$ cat config.mk
export PLATFORM = sky130hd
export DESIGN_NAME = seq_irq_unit
export DESIGN_NICKNAME = d
export VERILOG_FILES = /design/src/rtl/sqirq_pkg.sv /design/src/rtl/sqirq_decode.sv /design/src/rtl/sqirq_flag.sv /design/src/rtl/sqirq_readback.sv /design/src/rtl/seq_irq_unit.sv
export SDC_FILE = /design/constraint.sdc
export NUM_CORES = 1
export LEC_CHECK = 0
export BUFFER_PORTS_ARGS = -buffer_cell sky130_fd_sc_hd__buf_2
export CAP_MARGIN = 30
export CORE_MARGIN = 5
export CORE_UTILIZATION = 37
export CTS_CLUSTER_DIAMETER = 100
export DETAILED_ROUTE_END_ITERATION = 10
export GPL_ROUTABILITY_DRIVEN = 0
export PLACE_DENSITY = 0.89
export SYNTH_ARGS = -nofsm -noshare
export SYNTH_HDL_FRONTEND = slang
export SYNTH_HIERARCHICAL = 1
export SYNTH_SLANG_ARGS = --single-unit
$ cat constraint.sdc
create_clock -name clk -period 4.3 [get_ports clk]
set_clock_uncertainty 0.15 [all_clocks]
set_input_delay 0.215 -clock clk [delete_from_list [all_inputs] [get_ports clk]]
set_output_delay 0.215 -clock clk [all_outputs]
set_load 0.01 [all_outputs]
$ cat src/rtl/sqirq_pkg.sv
// Shared types for the sequencer interrupt unit.
// Assumes nothing beyond being compiled before the modules that import it.
package sqirq_pkg;
    typedef enum logic [1:0] {
        SEL_NONE = 2'd0,
        SEL_RAW  = 2'd1,
        SEL_MASK = 2'd2,
        SEL_STAT = 2'd3
    } reg_sel_e;
endpackage

$ cat src/rtl/sqirq_decode.sv
// Address decoder: picks the register addressed by a bus cycle and
// derives the write strobes. Assumes full word-address compares.
module sqirq_decode
    import sqirq_pkg::*;
#(
    parameter int ADDR_W   = 12,
    parameter int RAW_OFS  = 'h004,
    parameter int MASK_OFS = 'h008,
    parameter int STAT_OFS = 'h00C
) (
    input  logic [ADDR_W-1:0] addr,
    input  logic              wr,
    output reg_sel_e          sel,
    output logic              wr_mask,
    output logic              wr_clr
);
    localparam logic [ADDR_W-1:0] A_RAW  = ADDR_W'(RAW_OFS);
    localparam logic [ADDR_W-1:0] A_MASK = ADDR_W'(MASK_OFS);
    localparam logic [ADDR_W-1:0] A_STAT = ADDR_W'(STAT_OFS);

    // Map the address onto a register select.
    always_comb begin
        if (addr == A_RAW)       sel = SEL_RAW;
        else if (addr == A_MASK) sel = SEL_MASK;
        else if (addr == A_STAT) sel = SEL_STAT;
        else                     sel = SEL_NONE;
    end

    // Derive write strobes. The raw view has no write strobe.
    always_comb begin
        wr_mask = wr && (sel == SEL_MASK);
        wr_clr  = wr && (sel == SEL_STAT);
    end
endmodule

$ cat src/rtl/sqirq_flag.sv
// One source slice: a pending flag with set priority, and an enable bit.
// Assumes evt is a synchronous pulse in the clk domain.
module sqirq_flag (
    input  logic clk,
    input  logic rst_n,
    input  logic evt,
    input  logic clr,
    input  logic mask_we,
    input  logic mask_d,
    output logic raw_q,
    output logic mask_q
);
    // Pending flag: an event wins over a clear in the same cycle.
    always_ff @(posedge clk) begin
        if (!rst_n)   raw_q <= 1'b0;
        else if (evt) raw_q <= 1'b1;
        else if (clr) raw_q <= 1'b0;
    end

    // Enable bit: loaded by a write to the enable register.
    always_ff @(posedge clk) begin
        if (!rst_n)       mask_q <= 1'b0;
        else if (mask_we) mask_q <= mask_d;
    end
endmodule

$ cat src/rtl/sqirq_readback.sv
// Registered read multiplexer. Zero-extends the per-source vectors to the
// bus width. Holds the last value between reads. Assumes DATA_W >= NSRC.
module sqirq_readback
    import sqirq_pkg::*;
#(
    parameter int NSRC   = 4,
    parameter int DATA_W = 32
) (
    input  logic              clk,
    input  logic              rst_n,
    input  logic              rd,
    input  reg_sel_e          sel,
    input  logic [NSRC-1:0]   raw,
    input  logic [NSRC-1:0]   mask,
    output logic [DATA_W-1:0] rdata
);
    logic [DATA_W-1:0] word;

    // Build the word for the selected register. Unmapped addresses give 0.
    always_comb begin
        word = '0;
        case (sel)
            SEL_RAW:  word[NSRC-1:0] = raw;
            SEL_MASK: word[NSRC-1:0] = mask;
            SEL_STAT: word[NSRC-1:0] = raw & mask;
            default:  word = '0;
        endcase
    end

    // Capture the word on a read strobe.
    always_ff @(posedge clk) begin
        if (!rst_n)  rdata <= '0;
        else if (rd) rdata <= word;
    end
endmodule

$ cat src/rtl/seq_irq_unit.sv
// Top of the sequencer interrupt unit. Holds one flag slice per source,
// decodes bus accesses, clears flags by write-one-to-clear, and drives
// level interrupts. Assumes one synchronous bus and clock domain.
module seq_irq_unit
    import sqirq_pkg::*;
#(
    parameter int NSRC     = 4,
    parameter int ADDR_W   = 12,
    parameter int DATA_W   = 32,
    parameter int RAW_OFS  = 'h004,
    parameter int MASK_OFS = 'h008,
    parameter int STAT_OFS = 'h00C
) (
    input  logic              clk,
    input  logic              rst_n,
    input  logic [ADDR_W-1:0] bus_addr,
    input  logic              bus_wr,
    input  logic              bus_rd,
    input  logic [DATA_W-1:0] bus_wdata,
    output logic [DATA_W-1:0] bus_rdata,
    input  logic [NSRC-1:0]   evt_pulse,
    output logic [NSRC-1:0]   irq_out
);
    reg_sel_e        sel;
    logic            wr_mask;
    logic            wr_clr;
    logic [NSRC-1:0] raw_q;
    logic [NSRC-1:0] mask_q;

    sqirq_decode #(
        .ADDR_W  (ADDR_W),
        .RAW_OFS (RAW_OFS),
        .MASK_OFS(MASK_OFS),
        .STAT_OFS(STAT_OFS)
    ) u_dec (
        .addr   (bus_addr),
        .wr     (bus_wr),
        .sel    (sel),
        .wr_mask(wr_mask),
        .wr_clr (wr_clr)
    );

    for (genvar i = 0; i < NSRC; i++) begin : g_src
        sqirq_flag u_flag (
            .clk    (clk),
            .rst_n  (rst_n),
            .evt    (evt_pulse[i]),
            .clr    (wr_clr & bus_wdata[i]),
            .mask_we(wr_mask),
            .mask_d (bus_wdata[i]),
            .raw_q  (raw_q[i]),
            .mask_q (mask_q[i])
        );
    end

    sqirq_readback #(
        .NSRC  (NSRC),
        .DATA_W(DATA_W)
    ) u_rb (
        .clk  (clk),
        .rst_n(rst_n),
        .rd   (bus_rd),
        .sel  (sel),
        .raw  (raw_q),
        .mask (mask_q),
        .rdata(bus_rdata)
    );

    // Level interrupt per source.
    always_comb irq_out = raw_q & mask_q;
endmodule

* Word level (Yosys, flattened, before mapping)
Index checks and enable logic that the tools add are counted.
** Storage, ports and cells
- Register bits :: 12
** Cells by class
- Equal/unequal tests :: 6
- Reduce and logical (&&, ||, !) cells :: 6
- Bitwise gates (word level) :: 5
- Multiplexer cells :: 12
** Operator list (number)
- == test 12 x 4 -> 1 bit (second input constant) :: 2
- == test 12 x 3 -> 1 bit (second input constant) :: 1
- one-hot mux 4 bit (3 select lines) :: 1
- 2-to-1 mux 1 bit :: 8
- nonzero test 2 bit :: 4
- 2-to-1 mux 2 bit :: 3
- bitwise AND 1 bit :: 4
- bitwise AND 4 bit :: 1
- == test 2 bit (second input constant) :: 2
- == test 2 x 1 -> 1 bit (second input constant) :: 1
- logical AND 1 bit :: 2

* Logic depth before layout (Yosys ltp)
Gate-level depths: netlist of the first run.
- Word-level depth :: 9
- Mapped depth :: 5
- Mapped depth without buffers :: 5

* Hierarchy
The synthesis of the first run kept the hierarchy.
** Modules (own cells, without submodules)
- sqirq_readback :: cells an instance 47, instances 1, sequential area each 80.1 sq um, area each 410.4 sq um
- sqirq_flag :: cells an instance 6, instances 4, sequential area each 40.0 sq um, area each 70.1 sq um
- sqirq_decode :: cells an instance 11, instances 1, sequential area each 0.0 sq um, area each 100.1 sq um
- seq_irq_unit :: cells an instance 8, instances 1, sequential area each 0.0 sq um, area each 50.0 sq um

* Worst setup path after synthesis of the first run
No wires, ideal clock.
- Path kind :: input to register
- Start point :: input port bus_addr[9]
- End point :: register u_rb.rdata[0]
- Cell stages on the path :: 4
- Setup slack :: 2476 ps
- Arrival time :: 1557 ps
- Path through :: or4_4 -> nor3_1 -> or2b_1 -> a32o_1
** Between the ends
- Word-level cells in the longest chain between the ends :: 6
- Elaborated cells on any way between the ends :: 10
- Those cells by class :: eq/ne (6); mux (4)
** Ends and longest elaborated chain
- start: declaration :: line seq_irq_unit.sv:16 : input logic [ADDR_W-1:0] bus_addr,
- == test 12 x 4 -> 1 bit :: line sqirq_decode.sv:25 : else if (addr == A_STAT) sel = SEL_STAT;
- 2-to-1 mux 2 bit :: line sqirq_decode.sv:25
- 2-to-1 mux 2 bit :: line sqirq_decode.sv:24 : else if (addr == A_MASK) sel = SEL_MASK;
- 2-to-1 mux 2 bit * :: line sqirq_decode.sv:23 : if (addr == A_RAW) sel = SEL_RAW;
- named net sel[0] :: line seq_irq_unit.sv:24 : reg_sel_e sel;
- == test 2 bit / == test 2 x 1 -> 1 bit (equally long branches) :: line sqirq_readback.sv:22 : case (sel)
- one-hot mux 4 bit (3 select lines) * :: line sqirq_readback.sv:22
- end signal: assignment :: line sqirq_readback.sv:33 : else if (rd) rdata <= word;
- end: declaration :: line sqirq_readback.sv:15 : output logic [DATA_W-1:0] rdata
The timed path passes the listed nets; every way through them passes the cells marked *.
A chain may end at the register's enable or synchronous reset.

* Worst setup path in the final report of the first run
Same ends and word-level chain as after synthesis.

==> flow_metrics.tcl, run 1 <==
set metrics [dict create \
    synth_top_area_frac 0.286 \
    worst-path-stages 5 \
    post_synth_inst_count 90 \
    share_clk_of_total_power 0.371 \
    max_cap_viol_count 0 \
    grt_most_used_layer "met2" \
    n_antenna_cell 0 \
    grtUsageTotal 0.104 \
    post_synth.cell_area_avg_um2 9.34 \
    clk_latency_ps 270 \
    r2r-end "u_rb/rdata[0]" \
    crit_path_max_cell_delay_ps 560 \
    switching_share 0.246 \
    place.port_buffers 31 \
    unrepaired_setup_endpoints_after_global_routing "false" \
    vias_in_the_first_global_route 618 \
    nNetsFinal 180 \
    max-clock-path-buffers 2 \
    cts_root_buf "sky130_fd_sc_hd__clkbuf_4" \
    setup-tns-final_ps 0 \
    worstMarginPinSlew_ps 654 \
    cp_data_required_time_ps 4310 \
    detailedPlace.worstSlack_ps 2170 \
    post-route-drc-count 0 \
    met2_usage 0.177 \
    place.detailed.hpwl_mm 1.52 \
    cts_repair_resize_count 0 \
    biggest_area_contributors_in_the_synthesized_netlist "sky130_fd_sc_hd__dfxtp_1, sky130_fd_sc_hd__buf_4, sky130_fd_sc_hd__or2b_1" \
    path_max_fanout 5 \
    critical_path.endpoint_type "flip-flop" \
    largest_delay_contributor_family_on_the_critical_path "simple AND/OR/NAND/NOR gates" \
    first_pass_iters 4 \
    async_flop_share 0 \
    setup.worst_path.start "bus_addr[9]" \
    floorplan.initialDensity 0.384 \
    worst_path_max_delay_cell "sky130_fd_sc_hd__or4_4" \
    synth.lib_cells_used.distinct 17 \
    timing.final.ws_setup_ps 2460 \
    yosysWarnings 6 \
    drtIter0Drc 3 \
    clock_tree_from_tritoncts "built" \
    p_leak_nw 0.471 \
    finalWirelength_mm 1.75 \
    clkSlewWorstSetupHoldPaths_ps 80 \
    cell_internal_pwr_mw 0.180 \
    min-delay-path-class "input pin to flip-flop" \
    h-tree-depth 1 \
    detail_route.vias_per_cell 4.18 \
    met3_usage 0.0312 \
    total_area_of_multi_input_combinational_cells_um2 488 \
    startpoint_type "input pin" \
    die_height_um 57.7 \
    core_area_um2 2190 \
    setup.worst_path.class "input pin to flip-flop" \
    timing.rr.start "g_src[0].u_flag/raw_q" \
    fp.dieArea_um2 3330 \
    report.final.hold_viol_count 0 \
    postLayoutCoreUtil 0.451 \
    crit_arrival_ps 1850 \
    share_comb_of_total_power 0.146 \
    post-route-min-period_ps 1840 \
    leading_post_synthesis_cells_by_instance_count "sky130_fd_sc_hd__buf_4, sky130_fd_sc_hd__dfxtp_1, sky130_fd_sc_hd__nor2b_1, sky130_fd_sc_hd__and2_1, sky130_fd_sc_hd__or2b_1" \
    synth_seq_area_share 0.286 \
    synth-main-ff-cell "sky130_fd_sc_hd__dfxtp_1" \
    ios 88 \
    synth.ff_latch_count 12 \
    filler_cells_inserted 215 \
    ff2ff_setup_slack_ps 3240 \
    outcome "complete, no violations" \
    finalCritPeriodShare 0.428 \
    regArea_um2 240 \
    syn_to_final_growth_pct 17.6 \
    cts-buffers-inserted 3 \
    seq_power_share 0.483 \
    net-switching-power_mw 0.0588 \
    slew-limit-headroom 0.561 \
    number_of_antenna_violations_at_the_first_check_in_global_routing 0 \
    layout-drive-gt1-share 0.323 \
    achievable-frequency_ghz 0.543 \
    cp_cell_sequence "buf_2 > or4_4 > nor3_1 > or2b_1 > a32o_1" \
    grt_overflow 0 \
    postRouteAntennaNets 0 \
    cts_num_sinks 12 \
    crit_path_end "u_rb/rdata[0]" \
    worst-path-buf-inv 1 \
    routed_wire_length_per_instance_um 11.3 \
    number_of_flops_mapped_to_enable_cells_by_yosys 0 \
    global_route_wire_length_before_repair_mm 2.68 \
    max-vdd-ir-drop_uv 146 \
    yosys.cell_count.top_type "sky130_fd_sc_hd__buf_4" \
    worstRegToRegCells 2 \
    final-max-slew-violation-count 0 \
    cellPowerDensity_nw_per_um2 242 \
    synthesis.area_um2 841 \
    totalPowerFinal_mw 0.239 \
    yosys.area.top_type "sky130_fd_sc_hd__dfxtp_1" \
    setup_violations 0 \
    rows 17 \
    grt_use_met1 0.110 \
    routed-via-count 648 \
    chipWidth_um 57.7 \
    grt_max_degree 11 \
]
## layout make-up
type	count	share of cell area
Sequential cell	12	0.243
Tap cell	28	0.0354
Clock buffer	4	0.0367
Multi-Input combinational cell	76	0.494
Inverter	1	0.00380
Timing Repair Buffer	34	0.187
## cells by family after synthesis
| logic type | count (synthesis) | share of synthesized area |
|---|---|---|
| and+or+nand+nor | 35 | 0.312 |
| muxes | 4 | 0.0476 |
| AOI/OAI and AO/OA | 9 | 0.0952 |
| buffers and inverters | 29 | 0.254 |
| DFF | 12 | 0.286 |
| other | 1 | 0.00446 |
## what timing repair did
item,4_1_cts,5_1_grt
hold endpoints to repair,3,0
hold buffers,3,0
buffers inserted,0,0
## power groups by stage
stage | logic, mW | clock network, mW | registers [mW]
finish | 0.0349 | 0.0885 | 0.115
floorplan | 0.0377 | 0 | 0.117
CTS | 0.0342 | 0.0913 | 0.115
global route | 0.0390 | 0.0968 | 0.116
global placement | 0.0309 | 0 | 0.118
detailed placement | 0.0322 | 0 | 0.118
## layer usage
| layer | wire, um | vias to the layer above |
|---|---|---|
| met1 | 643 | 292 |
| met5 | 0 | - |
| met2 | 917 | 29 |
| li1 | - | 325 |
| met4 | 21 | 0 |
| met3 | 168 | 2 |
## sequential cells by signal, indices dropped and copies added, names as in the netlist
name                 flops
u_rb/rdata               4
g_src.u_flag/raw_q       4
g_src.u_flag/mask_q      4
## how the worst min path moves through the flow
stage / slack [ps] / to / cells past startpoint / startpoint
detailed placement: 280 / g_src[1].u_flag/raw_q / 2 / evt_pulse[1]
global route: 10 / g_src[0].u_flag/raw_q / 2 / evt_pulse[0]
CTS: 3 / g_src[0].u_flag/raw_q / 2 / evt_pulse[0]
floorplan: 180 / g_src[0].u_flag/raw_q / 1 / rst_n
global placement: 270 / g_src[1].u_flag/raw_q / 2 / evt_pulse[1]
finish: 9 / g_src[0].u_flag/raw_q / 2 / evt_pulse[0]
## metrics by stage
stage               hold WS (ps)  std cells  area [um^2]
detailed placement           279        148          922
floorplan                    183        117          942
global route                10.3        155          988
finish                      8.77        155          988
CTS                         3.11        155          988
global placement             275        148          922
## placed cells by master, fill, tap and decap left out
master,n
sky130_fd_sc_hd__a32o_1,4
sky130_fd_sc_hd__buf_2,31
sky130_fd_sc_hd__or4b_1,1
sky130_fd_sc_hd__nor2b_1,9
sky130_fd_sc_hd__dlygate4sd3_1,3
sky130_fd_sc_hd__or4bb_1,1
sky130_fd_sc_hd__dfxtp_1,12
sky130_fd_sc_hd__or4_4,2
sky130_fd_sc_hd__nor3_1,2
sky130_fd_sc_hd__nor4_2,2
sky130_fd_sc_hd__clkbuf_8,1
sky130_fd_sc_hd__inv_1,1
sky130_fd_sc_hd__conb_1,28
sky130_fd_sc_hd__or2b_1,8
sky130_fd_sc_hd__mux2i_1,4
sky130_fd_sc_hd__clkbuf_4,3
sky130_fd_sc_hd__and2_1,8
sky130_fd_sc_hd__o211a_1,1
sky130_fd_sc_hd__or3b_2,2
sky130_fd_sc_hd__o21a_1,4
Note: power is estimated with default switching activity, not from simulation.
==> run 2: changes to the inputs <==
--- a/config.mk
+++ b/config.mk
@@ -5,14 +5,15 @@
 export SDC_FILE = /design/constraint.sdc
 export NUM_CORES = 1
 export LEC_CHECK = 0
+export ABC_AREA = 1
 export BUFFER_PORTS_ARGS = -buffer_cell sky130_fd_sc_hd__buf_2
 export CAP_MARGIN = 30
 export CORE_MARGIN = 5
-export CORE_UTILIZATION = 37
+export CORE_UTILIZATION = 33
 export CTS_CLUSTER_DIAMETER = 100
 export DETAILED_ROUTE_END_ITERATION = 10
 export GPL_ROUTABILITY_DRIVEN = 0
-export PLACE_DENSITY = 0.89
+export PLACE_DENSITY = 0.81
 export SYNTH_ARGS = -nofsm -noshare
 export SYNTH_HDL_FRONTEND = slang
 export SYNTH_HIERARCHICAL = 1
==> constraint.sdc (replaced) <==
create_clock -name clk -period 1.64 [get_ports clk]
set_clock_uncertainty 0.15 [all_clocks]
set_input_delay 0.082 -clock clk [delete_from_list [all_inputs] [get_ports clk]]
set_output_delay 0.082 -clock clk [all_outputs]
set_load 0.01 [all_outputs]
==> run 2 against run 1 <==
Net effect:
- clock-buffer cell count did not move
- via count rose by 31%
- area after synthesis rose by 11%
- power rose to 2.8 times the previous value
- sequential cell count did not move
- the run now ends with hold timing left
- non-clock buffer count rose by 14
- sequential share of layout area fell by 4.8 points
- core utilization barely moved
- global-route usage fell by 1.4 points
- critical path depth rose by 6
- wire length rose by 6.7%
- hold slack got worse by 34 ps
==> flow_metrics.tcl, run 2 <==
set metrics [dict create \
    outcome "finished, violations left" \
    failed_checks "hold timing" \
    clkSlewWorstSetupHoldPaths_ps 80 \
    worst-path-buf-inv 4 \
    grtUsageTotal 0.0900 \
    clock_tree_from_tritoncts "built" \
    grt_max_degree 10 \
    detailedPlace.worstSlack_ps 266 \
    path_max_fanout 7 \
    yosys.cell_count.top_type "sky130_fd_sc_hd__inv_1" \
    largestRegisters "g_src.u_flag/mask_q: 4 flops, g_src.u_flag/raw_q: 4 flops, u_rb/rdata: 4 flops" \
    cts_num_sinks 12 \
    nNetsFinal 256 \
    switching_share 0.258 \
    leading_post_synthesis_cells_by_instance_count "sky130_fd_sc_hd__inv_1, sky130_fd_sc_hd__nor2_1, sky130_fd_sc_hd__buf_4, sky130_fd_sc_hd__nand2_1, sky130_fd_sc_hd__dfxtp_1" \
    cell_internal_pwr_mw 0.488 \
    post-route-drc-count 0 \
    unrepaired_setup_endpoints_after_global_routing "true" \
    number_of_flops_mapped_to_enable_cells_by_yosys 0 \
    post_synth.cell_area_avg_um2 6.12 \
    totalPowerFinal_mw 0.658 \
    synth_seq_area_share 0.258 \
    report.final.hold_viol_count 3 \
    top_library_cells_by_usage_in_the_layout_fill_and_taps_aside "sky130_fd_sc_hd__inv_1, sky130_fd_sc_hd__buf_2, sky130_fd_sc_hd__conb_1, sky130_fd_sc_hd__nand2_1, sky130_fd_sc_hd__nor2_1" \
    yosys.area.top_type "sky130_fd_sc_hd__dfxtp_1" \
    net-switching-power_mw 0.170 \
    cts_root_buf "sky130_fd_sc_hd__clkbuf_4" \
    grt_most_used_layer "met2" \
    setup.worst_path.class "input pin to flip-flop" \
    timing.final.ws_setup_ps 10.5 \
    seq_power_share 0.462 \
    async_flop_share 0 \
    place.port_buffers 31 \
    die_height_um 63.1 \
    crit_arrival_ps 1650 \
    worst_path_max_delay_cell "sky130_fd_sc_hd__dlygate4sd3_1" \
    cts-buffers-inserted 3 \
    dp.cells 215 \
    fp.dieArea_um2 3980 \
    cp_cell_sequence "buf_2 > nor2_1 > nand2_1 > nor2_2 > nand3_2 > nor2_1 > buf_4 > inv_1 > nor2_1 > nor2_1 > dlygate4sd3_1" \
    synth_top_area_frac 0.258 \
    clk_latency_ps 270 \
    place.detailed.hpwl_mm 1.42 \
    vias_in_the_first_global_route 746 \
    max_cap_viol_count 0 \
    post-route-min-period_ps 1630 \
    routed_wire_length_per_instance_um 7.99 \
    min-delay-path-class "input pin to flip-flop" \
    achievable-frequency_ghz 0.614 \
    detail_route.vias_per_cell 3.64 \
    biggest_area_contributors_in_the_synthesized_netlist "sky130_fd_sc_hd__dfxtp_1, sky130_fd_sc_hd__buf_4, sky130_fd_sc_hd__inv_1" \
    critical-path-top-cell-by-count "sky130_fd_sc_hd__nor2_1" \
    yosysWarnings 6 \
    finalWirelength_mm 1.87 \
    final-max-slew-violation-count 0 \
    synthesis.area_um2 931 \
    h-tree-depth 1 \
    post_synth_inst_count 152 \
    share_comb_of_total_power 0.184 \
    core_area_um2 2730 \
    post_placement_cell_area_um2 1030 \
    most_common_library_cell_in_the_layout_ignoring_fill_and_taps "sky130_fd_sc_hd__inv_1" \
    met3_usage 0.0444 \
    critical_path.endpoint_type "flip-flop" \
    postLayoutCellArea_um2 1230 \
    crit_path_max_cell_delay_ps 540 \
    synth-main-ff-cell "sky130_fd_sc_hd__dfxtp_1" \
    routed-via-count 852 \
    setup_violations 0 \
    grt_use_met1 0.0913 \
    met2_usage 0.165 \
    floorplan.initialDensity 0.341 \
    stdcell_count 234 \
    rows 19 \
    layout-drive-gt1-share 0.256 \
    cellPowerDensity_nw_per_um2 534 \
    syn_to_final_growth_pct 32.4 \
    synth.lib_cells_used.distinct 15 \
    first_pass_iters 4 \
    drtIter0Drc 10 \
    ios 88 \
    share_clk_of_total_power 0.354 \
    startpoint_type "input pin" \
    global_route_wire_length_before_repair_mm 2.90 \
    largest_delay_contributor_family_on_the_critical_path "buffers and inverters" \
    grt_overflow 0 \
    number_of_antenna_violations_at_the_first_check_in_global_routing 0 \
    chipWidth_um 63.1 \
    n_antenna_cell 0 \
    finalCritPeriodShare 0.994 \
    cp_data_required_time_ps 1660 \
    max-clock-path-buffers 2 \
    postLayoutCoreUtil 0.451 \
    postRouteAntennaNets 0 \
    worst_hold_slack_ps -25.2 \
    p_leak_nw 0.751 \
    synth.ff_latch_count 12 \
    max-vdd-ir-drop_uv 506 \
]
==> run 2: layer usage <==
layer  wire, um  up-vias
met5          0        -
met4          0        0
met3        204        0
met2        959       34
met1        704      344
li1           -      474
==> run 2: repair_timing <==
action / in CTS / in global routing
gates resized for setup: 0 / 7
hold endpoints to repair: 8 / 0
setup endpoints to repair: 0 / 7
hold buffers: 16 / 0
setup buffers: 0 / 2
==> run 2: worst paths after layout <==
path	end	depth (start not counted)	slack [ps]	from
max reg2reg	g_src[3].u_flag/mask_q	3	320	g_src[3].u_flag/mask_q
min reg2reg	g_src[0].u_flag/mask_q	2	370	g_src[0].u_flag/mask_q
min	g_src[1].u_flag/mask_q	3	-30	rst_n
max	g_src[3].u_flag/mask_q	11	10	bus_addr[9]
==> run 2: cells by family (layout without fill, tap and decap cells) <==
family,Yosys count,in the layout,share of synthesized area
other,1,28,0.00403
DFF,12,12,0.258
buffers and inverters,68,92,0.387
and+or+nand+nor,62,62,0.282
AOI/OAI and AO/OA,9,9,0.0685
==> run 2: through the flow <==
step	hold WS [ps]	TNS (ps)
after floorplan	53.5	0
after global placement	171	0
after detailed placement	177	0
after CTS	10.1	0
after global routing	16.8	-168
final	-25.2	0
==> run 2: layout make-up <==
cell class	count	area, um^2
clock buffers	4	36.3
well taps	31	38.8
repair buffers	48	320
fillers	294	1500
multi-input cells	99	447
inverters	40	150
flip-flops and latches	12	240
==> run 2: power by group through the flow <==
| stage | clock network, mW | logic (mW) | registers (mW) |
|---|---|---|---|
| finish | 0.233 | 0.121 | 0.304 |
| global route | 0.256 | 0.136 | 0.305 |
| CTS | 0.241 | 0.114 | 0.304 |
| detailed placement | 0 | 0.0901 | 0.310 |
| global placement | 0 | 0.0889 | 0.310 |
| floorplan | 0 | 0.104 | 0.309 |
==> run 2: worst min-delay path, stage by stage <==
cell                      delay [ps]
sky130_fd_sc_hd__buf_2           160
sky130_fd_sc_hd__o21ai_1          80
sky130_fd_sc_hd__nor2_1           40
